## src/rtl/cs_prog_pkg.sv

```systemverilog
package cs_prog_pkg;

   // host register offsets (fixed: the host software decodes them)
   localparam logic [11:0] OFF_INDEX = 12'h000;
   localparam logic [11:0] OFF_LOW   = 12'h004;
   localparam logic [11:0] OFF_HIGH  = 12'h008;

   // programming enable position inside the index register
   localparam int PROG_EN_BIT = 31;

   typedef enum logic [1:0] {
      SEL_NONE  = 2'd0,
      SEL_INDEX = 2'd1,
      SEL_LOW   = 2'd2,
      SEL_HIGH  = 2'd3
   } cs_sel_e;

   function automatic cs_sel_e cs_decode(input logic [11:0] offs);
      cs_sel_e s;
      unique case (offs)
         OFF_INDEX: s = SEL_INDEX;
         OFF_LOW:   s = SEL_LOW;
         OFF_HIGH:  s = SEL_HIGH;
         default:   s = SEL_NONE;
      endcase
      return s;
   endfunction

endpackage

```

## src/rtl/cs_index_reg.sv

```systemverilog
module cs_index_reg #(
   parameter int DEPTH = 4096,
   parameter int IDX_W = $clog2(DEPTH)
) (
   input  logic             clk,
   input  logic             rst_n,
   input  logic             ld,
   input  logic             ld_en,
   input  logic [IDX_W-1:0] ld_idx,
   input  logic             adv,
   output logic             prog_en,
   output logic [IDX_W-1:0] idx
);

   localparam logic [IDX_W-1:0] LAST_IDX = IDX_W'(DEPTH - 1);

   logic [IDX_W-1:0] idx_nxt;

   always_comb begin
      if (idx == LAST_IDX) idx_nxt = '0;
      else                 idx_nxt = idx + IDX_W'(1);
   end

   always_ff @(posedge clk or negedge rst_n) begin
      if (!rst_n) begin
         prog_en <= 1'b0;
         idx     <= '0;
      end else if (ld) begin
         prog_en <= ld_en;
         idx     <= ld_idx;
      end else if (adv) begin
         idx     <= idx_nxt;
      end
   end

endmodule

```

## src/rtl/cs_data_stage.sv

```systemverilog
module cs_data_stage #(
   parameter int LOW_W = 32,
   parameter int UPPER_W = 10,
   localparam int WORD_W = LOW_W + UPPER_W
) (
   input  logic               clk,
   input  logic               rst_n,
   input  logic               ld_low,
   input  logic [LOW_W-1:0]   low_in,
   input  logic [UPPER_W-1:0] upper_in,
   output logic [WORD_W-1:0]  word
);

   logic [LOW_W-1:0] low_q;

   always_ff @(posedge clk or negedge rst_n) begin
      if (!rst_n)      low_q <= '0;
      else if (ld_low) low_q <= low_in;
   end

   // incoming upper bits joined with the staged lower bits
   assign word = {upper_in, low_q};

endmodule

```

## src/rtl/cs_parity_chk.sv

```systemverilog
module cs_parity_chk #(
   parameter int HALF_W = 20,
   localparam int INSN_W = 2 * HALF_W,
   localparam int STORE_W = INSN_W + 2
) (
   input  logic [STORE_W-1:0] word,
   output logic               bad
);

   logic [1:0] half_ok;

   generate
      for (genvar h = 0; h < 2; h++) begin : g_half
         // even parity: the stored bit equals the XOR of its half
         assign half_ok[h] = ((^word[h*HALF_W +: HALF_W]) == word[INSN_W + h]);
      end
   endgenerate

   assign bad = ~&half_ok;

endmodule

```

## src/rtl/cs_prog_port.sv

```systemverilog
module cs_prog_port #(
   parameter int DEPTH   = 4096,
   parameter int HALF_W  = 20,
   parameter bit OUT_REG = 1'b1,
   localparam int IDX_W   = $clog2(DEPTH),
   localparam int STORE_W = 2 * HALF_W + 2,
   localparam int UPPER_W = STORE_W - 32
) (
   input  logic               clk,
   input  logic               rst_n,
   input  logic               host_wr,
   input  logic [11:0]        host_offs,
   input  logic [31:0]        host_wdata,
   input  logic               par_chk_en,
   output logic [31:0]        idx_rd,
   output logic               store_we,
   output logic [IDX_W-1:0]   store_addr,
   output logic [STORE_W-1:0] store_wdata,
   output logic               parity_err
);
   import cs_prog_pkg::*;

   // elaboration checks
   generate
      if (DEPTH < 2 || (DEPTH & (DEPTH - 1)) != 0)
         begin : g_bad_depth
            $error("DEPTH must be a power of two of at least 2");
         end
      if (IDX_W > 31) begin : g_bad_idx
         $error("index must fit below the enable bit");
      end
      if (UPPER_W < 1 || STORE_W > 64) begin : g_bad_word
         $error("word width out of range");
      end
   endgenerate

   cs_sel_e          sel;
   logic             prog_en;
   logic [IDX_W-1:0] idx;
   logic             wr_index, ld_low, commit;
   logic [STORE_W-1:0] word;
   logic             word_bad;

   assign sel      = cs_decode(host_offs);
   assign wr_index = host_wr && (sel == SEL_INDEX);
   assign ld_low   = host_wr && prog_en && (sel == SEL_LOW);
   assign commit   = host_wr && prog_en && (sel == SEL_HIGH);

   cs_index_reg #(.DEPTH(DEPTH), .IDX_W(IDX_W)) u_index (
      .clk     (clk),
      .rst_n   (rst_n),
      .ld      (wr_index),
      .ld_en   (host_wdata[PROG_EN_BIT]),
      .ld_idx  (host_wdata[IDX_W-1:0]),
      .adv     (commit),
      .prog_en (prog_en),
      .idx     (idx)
   );

   cs_data_stage #(.LOW_W(32), .UPPER_W(UPPER_W)) u_stage (
      .clk      (clk),
      .rst_n    (rst_n),
      .ld_low   (ld_low),
      .low_in   (host_wdata),
      .upper_in (host_wdata[UPPER_W-1:0]),
      .word     (word)
   );

   cs_parity_chk #(.HALF_W(HALF_W)) u_par (
      .word (word),
      .bad  (word_bad)
   );

   assign idx_rd = {prog_en, {(31 - IDX_W){1'b0}}, idx};

   // sticky parity error
   always_ff @(posedge clk or negedge rst_n) begin
      if (!rst_n)                              parity_err <= 1'b0;
      else if (commit && par_chk_en && word_bad) parity_err <= 1'b1;
   end

   // store write port: registered or direct
   generate
      if (OUT_REG) begin : g_reg_out
         always_ff @(posedge clk or negedge rst_n) begin
            if (!rst_n) begin
               store_we    <= 1'b0;
               store_addr  <= '0;
               store_wdata <= '0;
            end else begin
               store_we <= commit;
               if (commit) begin
                  store_addr  <= idx;
                  store_wdata <= word;
               end
            end
         end
      end else begin : g_comb_out
         assign store_we    = commit;
         assign store_addr  = idx;
         assign store_wdata = word;
      end
   endgenerate

endmodule

```

## config.mk

```make
export PLATFORM = sky130hd
export DESIGN_NAME = cs_prog_port
export DESIGN_NICKNAME = d
export VERILOG_FILES = /design/src/rtl/cs_prog_pkg.sv /design/src/rtl/cs_index_reg.sv /design/src/rtl/cs_data_stage.sv /design/src/rtl/cs_parity_chk.sv /design/src/rtl/cs_prog_port.sv
export SDC_FILE = /design/constraint.sdc
export NUM_CORES = 1
export LEC_CHECK = 0
export BUFFER_PORTS_ARGS = -buffer_cell sky130_fd_sc_hd__buf_4
export CORE_MARGIN = 8
export CORE_UTILIZATION = 33
export CTS_BUF_LIST = sky130_fd_sc_hd__clkbuf_8
export DETAILED_ROUTE_END_ITERATION = 7
export PLACE_DENSITY = 0.67
export SETUP_SLACK_MARGIN = 0.3
export SLEW_MARGIN = 10
export SYNTH_ARGS = -nofsm -noshare
export SYNTH_HDL_FRONTEND = slang
export SYNTH_SLANG_ARGS = --single-unit
```

## constraint.sdc

```tcl
create_clock -name clk -period 2 [get_ports clk]
set_input_delay 0.3 -clock clk [delete_from_list [all_inputs] [get_ports clk]]
set_output_delay 0.3 -clock clk [all_outputs]
set_load 0.02 [all_outputs]
```

# == Word level (Yosys, flattened, before mapping) ==
# Cells that the tools add are included.
# totals
wordCells,32
input_bits,48
ff_bits,101
# op_classes
n_mux,4
eq_ne,8
n_addsub,1
reduce_logical,12
# op_table
op,n
$reduce_xor A20 Y1,2
$mux W12,3
$add A12 B1 Y12 const B,1
$eq A12 B12 Y1 const B,1
$eq A12 B3 Y1 const B,1
$eq A12 B4 Y1 const B,1
$logic_not A12 Y1,1
$logic_and A1 B1 Y1,6
$pmux W2 S3,1
$eq A2 B2 Y1 const B,2
$eq A1 B1 Y1,2
$eq A2 B1 Y1 const B,1
$reduce_and A2 Y1,1
$reduce_bool A2 Y1,1
$logic_not A1 Y1,1

# == Depth between registers and ports, before layout ==
# Gate-level depths: netlist of the first run.
# logic_depth
ltp_word,6
ltp_mapped,8
mapped_depth_nobuf,6

# == Cells and area by module ==
# A second synthesis of the first run with hierarchy kept.
# unflattened
cells_unflattened,358
hier_area_um2,4897.2
# modules_own_cells
module,cells_each,seq_area_each_um2,n_inst,area_each_um2
cs_prog_port,153,1401.3,1,2339.7
cs_data_stage,78,800.8,1,1420.1
cs_index_reg,88,325.3,1,773.2
cs_parity_chk,39,0.0,1,364.1

# == Worst setup path before layout of the first run ==
# Ideal clock, no wire load.
# synth_path
path_type,flip-flop to flip-flop
start,register u_index.idx[0]
end,register u_index.idx[9]
t_required_ns,1.875
synth_period_minus_slack_ns,2.234
arrival_time_ns,2.109
path_stages_with_launch,7
slack_ns,-0.234
setup_ns,0.125
cell_sequence,dfrtp_1 -> ha_1 -> nand3_1 -> nor4_2 -> o21ai_0 -> mux2_2 -> mux2_2
# synth_via
elab_chain_len,4
elab_cells_between_ends,5
# synth_rtl
element,line_no,rtl
start: declaration,cs_index_reg.sv:12,output logic [IDX_W-1:0] idx
start signal: assignment,cs_index_reg.sv:30,idx <= ld_idx;
start signal: assignment,cs_index_reg.sv:32,idx <= idx_nxt;
$add A12 B1 Y12 / $eq A12 B12 Y1 (equally long branches),"cs_index_reg.sv:21, cs_index_reg.sv:20",
$mux W12 (*),cs_index_reg.sv:20,if (idx == LAST_IDX) idx_nxt = '0;
$mux W12 (*),cs_index_reg.sv:31,end else if (adv) begin
$mux W12 (*),cs_index_reg.sv:28,end else if (ld) begin
# Mark *: on every way between the ends. The rest lies on a longest branch, timed or not. The select of a mux whose other input is x is not followed.
# A chain may end at the register's enable or synchronous reset.

# == Worst setup path in the final report of the first run ==
# layout_path
start,input host_offs[7]
end,register u_index.idx[10]
# layout_via
elab_chain_len,5
elab_cells_between_ends,10
# layout_rtl
element,line_no,rtl
start: declaration,cs_prog_port.sv:12,"input logic [11:0] host_offs,"
"$eq A12 B4 Y1, or another cell as far along",cs_prog_pkg.sv:20,unique case (offs)
$pmux W2 S3 (*),cs_prog_pkg.sv:20,
$eq A2 B1 Y1 / $eq A2 B2 Y1 (equally long branches),"cs_prog_port.sv:45, cs_prog_port.sv:47",
"$logic_and A1 B1 Y1, on equally long branches","cs_prog_port.sv:45, cs_prog_port.sv:47",
$mux W12 / $reduce_bool A2 Y1 (equally long branches),-,
# Mark *: on every way between the ends. The rest lies on a longest branch, timed or not.

==> impl_metrics.toml, run 1 <==
[status]
status = "finished, final reports clean"

[floorplan]
die_x_um = 136
start_util_pct = 33.8
top_level_ports = 136
dieHeight_um = 136
coreArea_mm2 = 0.0139
row_count = 43
dieArea_mm2 = 0.0184

[clock_network]
cts_tree = "done"
clock-sinks = 101
numCtsBuffers = 9
cts_max_level = 3
cts-root-buf = "clkbuf_8"
clk_latency_ns = 0.38
cts_buffer_depth = 2
cts.clk_slew.worst_paths_ns = 0.10

[detailed_routing]
drt_iter0_drc = 196
drc = 0
dr.pass1.iters = 4
routed_wl_um = 13600
viasPerCell = 4.76
ant_nets = 0
vias = 3867
wl_per_cell_um = 16.8

[finish]
fin_area_mm2 = 0.00690
layout-drive-gt1-share_pct = 47.9
diodes = 0
fin_nets = 677
syn_to_final_growth_pct = 46.3
layout_commonest_cell = "buf_4"
final_cell_mix = "146 x buf_4, 119 x nand2_1, 101 x dfrtp_1"

[logic_synthesis]
synth_edf_count = 0
synth_area_leaders = "dfrtp_1 54%, nand2_1 14%, mux2_2 6.7%, xnor2_1 4.5%, buf_4 3.2%"
ys.flop_type = "dfrtp_1"
synth_top_area_share_pct = 53.6
ys_warn_count = 0
synth.distinct_cells = 43
synth_seq_cells = 101
yosysSeqAreaShare_pct = 53.6
syn-cell-area_mm2 = 0.00472
synth_cells = 461
async_flop_share_pct = 100
syn_avg_cell_area_um2 = 10.2
yosys.area.top_type = "dfrtp_1"

[global_route]
grt_usage_pct = 14.2
antenna_found_initial = 0
grt_max_degree = 44
grt_pass1_vias = 3981
grt_pass1_wl_um = 20700
grt_overflow = 0

[min_path]
worstHoldStart = "host_wdata[26]"
whs_endpoint = "u_stage.low_q[26]"
min_path_cells = 2
min_path_type = "input port to flop"

[setup_path]
critPathCaptureType = "flop"
max_stage_delay_ns = 0.73
critPathMostFrequentCell = "or4_4"
slowest_stage = "or4_4"
arrival_ns = 2.13
crit_type = "input port to flop"
cp.required_ns = 2.29
rr_endpoint = "parity_err"
r2r-start = "u_stage.low_q[19]"
startpoint_type = "input port"
r2r_cells = 5
reg2reg_slack_ns = 0.21
cp_cell_sequence = "buf_6, or4_4, or4_4, buf_12, o211ai_1"
cp_max_fo = 8

[placed_design]
place.gp.congestion = 0.812
placed_area_mm2 = 0.00593
dp_hpwl_um = 9330
io_buffers = 116
dp_slack_ns = -0.288

[sta]
final_min_period_over_clock_period_pct = 91.9
hold_violations = 0
fin_crit_ns = 1.84
finalSetupViolations = 0
slew_viol_final = 0
worst_clock_skew_ns = 0.00780
rsz0062_at_grt = "true"
clock.fmax_mhz = 544
fin_ws_ns = 0.161

[pwr]
p_leak_uw = 0.00364
power_density_mw_per_mm2 = 546
vdd_ir_drop_max_uv = 251
finalPower_uw = 3770

[job]
cap_violations = 0
[cell families after synthesis]
kind of cell               share of synthesized area, %
muxes                                              8.78
buffers and inverters                              5.49
xor gates and xnor gates                           7.77
AOI/OAI and AO/OA                                  3.21
and+or+nand+nor                                    20.8
other                                            0.0795
adders and majority gates                         0.265
DFF                                                53.6
[state kept, by name, indices dropped and copies added, names as in the netlist]
name             flops
u_index.prog_en      1
store_we             1
u_index.idx         12
u_stage.low_q       32
parity_err           1
store_wdata         42
store_addr          12
[layout make-up]
type	instances	area, um^2
clock buffers	9	124
clock inverters	7	98.8
fillers	1256	7030
inverters	3	16.3
multi-input cells	340	2410
flip-flops and latches	101	2530
well taps	180	225
repair buffers	173	1500
[critical path, delay by kind of cell]
family | cells | cell delay [ns]
and+or+nand+nor | 2 | 1.33
AOI/OAI and AO/OA | 1 | 0.19
buffers and inverters | 2 | 0.31
[worst max-delay path by stage]
stage | startpoint | end | slack [ns] | cells past startpoint
2_1_floorplan | host_offs[7] | store_wdata[0] | -0.01 | 7
3_3_place_gp | host_offs[4] | u_index.idx[9] | -0.22 | 6
3_5_place_dp | host_offs[4] | u_index.idx[9] | -0.29 | 6
4_1_cts | u_stage.low_q[17] | parity_err | 0.19 | 5
5_1_grt | u_index.idx[2] | u_index.idx[9] | 0.08 | 5
6_report | host_offs[7] | u_index.idx[10] | 0.16 | 5
[through the flow]
stage	hold WS (ns)	util, %	instances	TNS [ns]
after floorplan	0.00441	-	479	-0.459
after global placement	0.297	42.6	766	-10.77
after detailed placement	0.302	42.6	766	-12.15
after CTS	0.114	46.0	806	0
after global routing	0.117	49.5	813	0
final	0.121	49.5	813	0
[layer usage]
layer	share of wire (%)	track usage, %	wire, um	vias up
met3	6.2	3.26	847	18
met5	0	0	0	-
met4	1.3	5.00	174	0
li1	-	-	-	1817
met2	52	24.5	7130	128
met1	40	16.9	5490	1904
[power breakdown]
group	internal (uW)	leakage (uW)	switching (uW)
Sequential	2040	0.00141	1.31
Combinational	110	0.00212	141
Clock	713	0.000109	759
Total	2860	0.00364	901
[Yosys cell counts, types with 4 or more instances]
cell type and n:
xnor3_1 5, mux2_2 28, nor4_1 4, buf_4 20
a21oi_1 7, nand3_1 6, dfrtp_1 101, buf_2 8
xnor2_1 24, xor2_1 5, nor3_1 4, nor4_2 4
nor2_1 8, mux2_1 7, nand2_1 173, clkbuf_1 8
o21ai_0 11
[what timing repair did]
item	in CTS	in global routing
hold endpoints to repair	36	0
endpoints found under the setup margin	67	100
hold buffers	1	0
gates resized for setup	13	110
buffers inserted	19	4
cloned	4	3
pin swaps	15	74
(Power assumes the default switching activity.)
==> inputs of run 2 (changes only) <==
Settings changed: CORE_ASPECT_RATIO set to 0.9, CORE_MARGIN 8 to 2, CTS_CLUSTER_SIZE set to 25.
==> run 2 against run 1 <==
Setup slack gained 0.025 ns. Clock power shrank 9%. Maximum frequency grew 1.4%. Clock skew grew 0.00064 ns.
==> impl_metrics.toml, run 2 (synthesized netlist as in run 1, its figures left out) <==
[status]
status = "finished, final reports clean"

[finish]
syn_to_final_growth_pct = 39.5
top_regs = "store_wdata (42), u_stage.low_q (32)"
diodes = 0
layout_commonest_cell = "nand2_1"
regMostFlops = "store_wdata"
fin_nets = 674
final_cell_count_no_fill = 823
layout-drive-gt1-share_pct = 40.2
largest_register_ff_count = 42
final_cell_mix = "162 x nand2_1, 153 x buf_4, 98 x dfrtp_1"

[clock_network]
cts_max_level = 3
numCtsBuffers = 9
cts-root-buf = "clkbuf_8"
clock-sinks = 101
cts_buffer_depth = 2
cts_tree = "done"
clk_latency_ns = 0.38
cts.clk_slew.worst_paths_ns = 0.09

[setup_path]
path_buf_inv = 3
max_stage_delay_ns = 0.62
crit_type = "input port to flop"
cp_max_fo = 8
path_delay_family = "simple AND/OR/NAND/NOR gates"
critPathCaptureType = "flop"
cp.required_ns = 2.26
cp_cell_sequence = "buf_6, or4_4, buf_6, or4_4, clkinv_4, nor2_4, o21ai_1, o211ai_1"
arrival_ns = 2.08
startpoint_type = "input port"
slowest_stage = "or4_4"

[sta]
hold_violations = 0
rsz0062_at_grt = "true"
clock.fmax_mhz = 551
worst_clock_skew_ns = 0.00844
fin_crit_ns = 1.81
slew_viol_final = 0
holdWs_ns = 0.125
final_min_period_over_clock_period_pct = 90.7
fin_ws_ns = 0.187
finalSetupViolations = 0
finalSetupTns_ns = 0

[floorplan]
dieArea_mm2 = 0.0153
top_level_ports = 136
dieHeight_um = 117
die_x_um = 130
coreArea_mm2 = 0.0140
start_util_pct = 33.7
row_count = 41

[placed_design]
dp_hpwl_um = 8790
io_buffers = 116
place.gp.congestion = 0.798
dp_slack_ns = -0.263
place_inst = 783

[global_route]
grt_overflow = 0
grt_pass1_vias = 3695
grt_usage_pct = 16.6
antenna_found_initial = 0
grt_max_degree = 38
grt_pass1_wl_um = 19600

[detailed_routing]
viasPerCell = 4.54
routed_wl_um = 12600
dr.pass1.iters = 4
drt_iter0_drc = 243
drc = 0
wl_per_cell_um = 15.3
vias = 3736
ant_nets = 0

[pwr]
vdd_ir_drop_max_uv = 307
finalPower_uw = 3630
power_density_mw_per_mm2 = 553
p_leak_uw = 0.00356

[min_path]
min_path_type = "input port to flop"

[job]
cap_violations = 0
-- run 2: area by class of cell --
| cell class | instances | area (um^2) |
|---|---|---|
| clock buffer | 10 | 138 |
| clock inverter | 6 | 62.6 |
| fill | 1316 | 7430 |
| inverter | 3 | 16.3 |
| multi-input combinational | 340 | 2190 |
| sequential | 101 | 2530 |
| tap | 193 | 241 |
| timing repair buffer | 170 | 1400 |
-- run 2: where the power goes --
group / leakage [uW] / total (uW) / switching [uW] / internal (uW)
Combinational: 0.00205 / 252 / 141 / 111
Sequential: 0.00141 / 2040 / 1.42 / 2040
Clock: 0.000100 / 1340 / 729 / 610
-- run 2: repair_timing --
action / in CTS / in global routing
endpoints found under the hold margin: 27 / 0
endpoints found under the setup margin: 72 / 91
pin swaps: 15 / 20
hold buffers: 1 / 0
resized for setup: 17 / 34
cloned: 2 / 2
setup buffers: 15 / 4
-- run 2: metal layers --
| layer | GRT usage, % | routed length [um] | share of wire, % |
|---|---|---|---|
| met3 | 3.19 | 856 | 6.8 |
| met5 | 0 | 0 | 0 |
| met1 | 22.9 | 5550 | 44 |
| met2 | 26.0 | 5980 | 47 |
| met4 | 5.85 | 208 | 1.7 |
-- run 2: final timing paths --
| path | from | endpoint | slack, ns | depth (start not counted) |
|---|---|---|---|---|
| max in group asynchronous | rst_n | store_wdata[26] | 1.00 | 3 |
| hold reg to reg | store_addr[7] | store_addr[7] | 0.47 | 2 |
| hold / removal | host_wdata[12] | u_stage.low_q[12] | 0.12 | 2 |
| min in group asynchronous | rst_n | store_wdata[39] | 0.39 | 2 |
| setup reg to reg | u_index.prog_en | u_index.idx[9] | 0.20 | 6 |
| setup / recovery | host_offs[8] | u_index.idx[10] | 0.19 | 8 |
-- run 2: stage by stage --
step / area [um^2] / utilization (%)
2_1_floorplan: 4870 / -
3_3_place_gp: 5960 / 42.6
3_5_place_dp: 5960 / 42.6
4_1_cts: 6400 / 45.7
5_1_grt: 6580 / 47.0
6_report: 6580 / 47.0
-- run 2: worst register-to-register path: stages, from the launching register on --
cell and delay [ns]:
dfrtp_1 0.37, nand3b_1 0.18, buf_6 0.18, nor4_4 0.29
o21ai_1 0.13, mux2_4 0.27, mux2_4 0.26
==> inputs of run 3 (changes only) <==
--- a/config.mk
+++ b/config.mk
@@ -13,4 +13,5 @@
 export CTS_CLUSTER_SIZE = 25
 export DETAILED_ROUTE_END_ITERATION = 7
+export GPL_ROUTABILITY_DRIVEN = 0
 export PLACE_DENSITY = 0.67
 export SETUP_SLACK_MARGIN = 0.3
==> constraint.sdc (replaced) <==
create_clock -name clk -period 2 [get_ports clk]
set_input_delay 0.3 -clock clk [delete_from_list [all_inputs] [get_ports clk]]
set_output_delay 0.3 -clock clk [all_outputs]
set_load 0.1 [all_outputs]
==> run 3 against run 2 <==
Register-to-register slack hardly changed. Critical path type unchanged. Sequential power hardly changed. Combinational power increased by 51%. Flip-flop and latch count did not move. Largest power group unchanged. Highest routed layer unchanged.
==> impl_metrics.toml, run 3 (synthesized netlist as in run 1, its figures left out) <==
[clock_network]
cts_buffer_depth = 2
numCtsBuffers = 9
cts.clk_slew.worst_paths_ns = 0.10
cts_max_level = 3
cts_tree = "done"
clock-sinks = 101
clk_latency_ns = 0.38
cts-root-buf = "clkbuf_8"

[detailed_routing]
routed_wl_um = 13000
dr.pass1.iters = 5
wl_per_cell_um = 16.0
vias = 3840
viasPerCell = 4.75
ant_nets = 0
drc = 0
drt_iter0_drc = 209

[global_route]
grt_pass1_vias = 3678
grt_overflow = 0
grt_max_degree = 67
antenna_found_initial = 0
grt_usage_pct = 16.2
grt_pass1_wl_um = 19200

[finish]
regMostFlops = "store_wdata"
fillers = 1254
diodes = 0
fin_nets = 660
syn_to_final_growth_pct = 47.7
layout_commonest_cell = "buf_4"
final_cell_mix = "132 x buf_4, 118 x nand2_1, 89 x dfrtp_1"
fin_util_pct = 49.7
largest_register_ff_count = 42
layout-drive-gt1-share_pct = 50.3
top_regs = "store_wdata (42), u_stage.low_q (32)"

[setup_path]
crit_type = "input port to flop"
critPathCaptureType = "flop"
cp_max_fo = 8
cp.required_ns = 2.27
startpoint_type = "input port"
arrival_ns = 2.07

[floorplan]
top_level_ports = 136
coreArea_mm2 = 0.0140
dieArea_mm2 = 0.0153
start_util_pct = 33.7
die_x_um = 130
row_count = 41
dieHeight_um = 117

[sta]
hold_violations = 0
fin_crit_ns = 1.79
clock.fmax_mhz = 558
finalSetupTns_ns = 0
worst_clock_skew_ns = 0.00806
final_min_period_over_clock_period_pct = 89.6
fin_ws_ns = 0.208
slew_viol_final = 0
finalSetupViolations = 0
rsz0062_at_grt = "true"

[job]
cap_violations = 0

[pwr]
vdd_ir_drop_max_uv = 317
finalPower_uw = 4020
power_density_mw_per_mm2 = 578
p_leak_uw = 0.00358

[min_path]
min_path_type = "input port to flop"

[placed_design]
dp_hpwl_um = 8600
dp_slack_ns = -0.267
io_buffers = 116

[status]
status = "finished, final reports clean"
-- run 3: cell count changes in the layout (fill, tap and decap cells not counted), sizes merged --
cell      previous run  this run
buf                168       153
bufinv               1         3
clkbuf              11        15
clkinvlp             2         0
inv                  4         3
or4                  7         5
-- run 3: area by class of cell --
type / instances / area [um^2] / area share (%)
tap: 193 / 241 / 3.47
inverter: 3 / 16.3 / 0.234
sequential: 101 / 2570 / 36.9
timing repair buffer: 158 / 1400 / 20.1
multi-input combinational: 338 / 2480 / 35.7
clock buffer: 11 / 151 / 2.17
clock inverter: 5 / 98.8 / 1.42
-- run 3: routing by layer --
layer,vias to the layer above,wire (um),GRT usage [%]
met5,-,0,0
met4,0,291,6.52
met3,28,861,3.83
met2,141,6350,24.8
met1,1887,5480,21.9
li1,1784,-,-
-- run 3: worst max-delay path, stage by stage --
cell and delay [ns]:
buf_6 0.09, or4_4 0.57, buf_6 0.15, or4_4 0.52, clkinv_4 0.13, nor2_4 0.07
o21ai_1 0.15, nand2_1 0.08
-- run 3: repair_timing --
item	4_1_cts	5_1_grt
pin swaps	14	60
cloned	0	7
endpoints found under the setup margin	67	100
resized for setup	20	111
buffers inserted	9	4
hold endpoints to repair	70	0
hold buffers	1	0
-- run 3: worst paths after layout --
path,from,to,slack [ns],cells after the start
max,host_offs[7],u_index.idx[5],0.21,8
min,host_wdata[30],u_stage.low_q[30],0.13,2
max reg2reg,u_index.idx[0],u_index.idx[9],0.21,5
min reg2reg,store_wdata[13],store_wdata[13],0.47,2
max in group asynchronous,rst_n,u_index.idx[9],1.11,3
min in group asynchronous,rst_n,store_addr[8],0.26,2
-- run 3: power breakdown --
group | total (uW) | switching (uW) | internal [uW] | leakage (uW)
clock network | 1600 | 705 | 893 | 0.000131
registers | 2040 | 2.63 | 2040 | 0.00139
logic | 381 | 266 | 116 | 0.00206
total | 4020 | 973 | 3050 | 0.00358
-- run 3: per-stage QoR --
stage	instances	hold slack, ns	cell area (um^2)
CTS	798	0.113	6400
finish	809	0.131	6960
floorplan	479	0.00441	4940
detailed placement	772	0.117	5960
global route	809	0.115	6960
global placement	772	0.114	5960
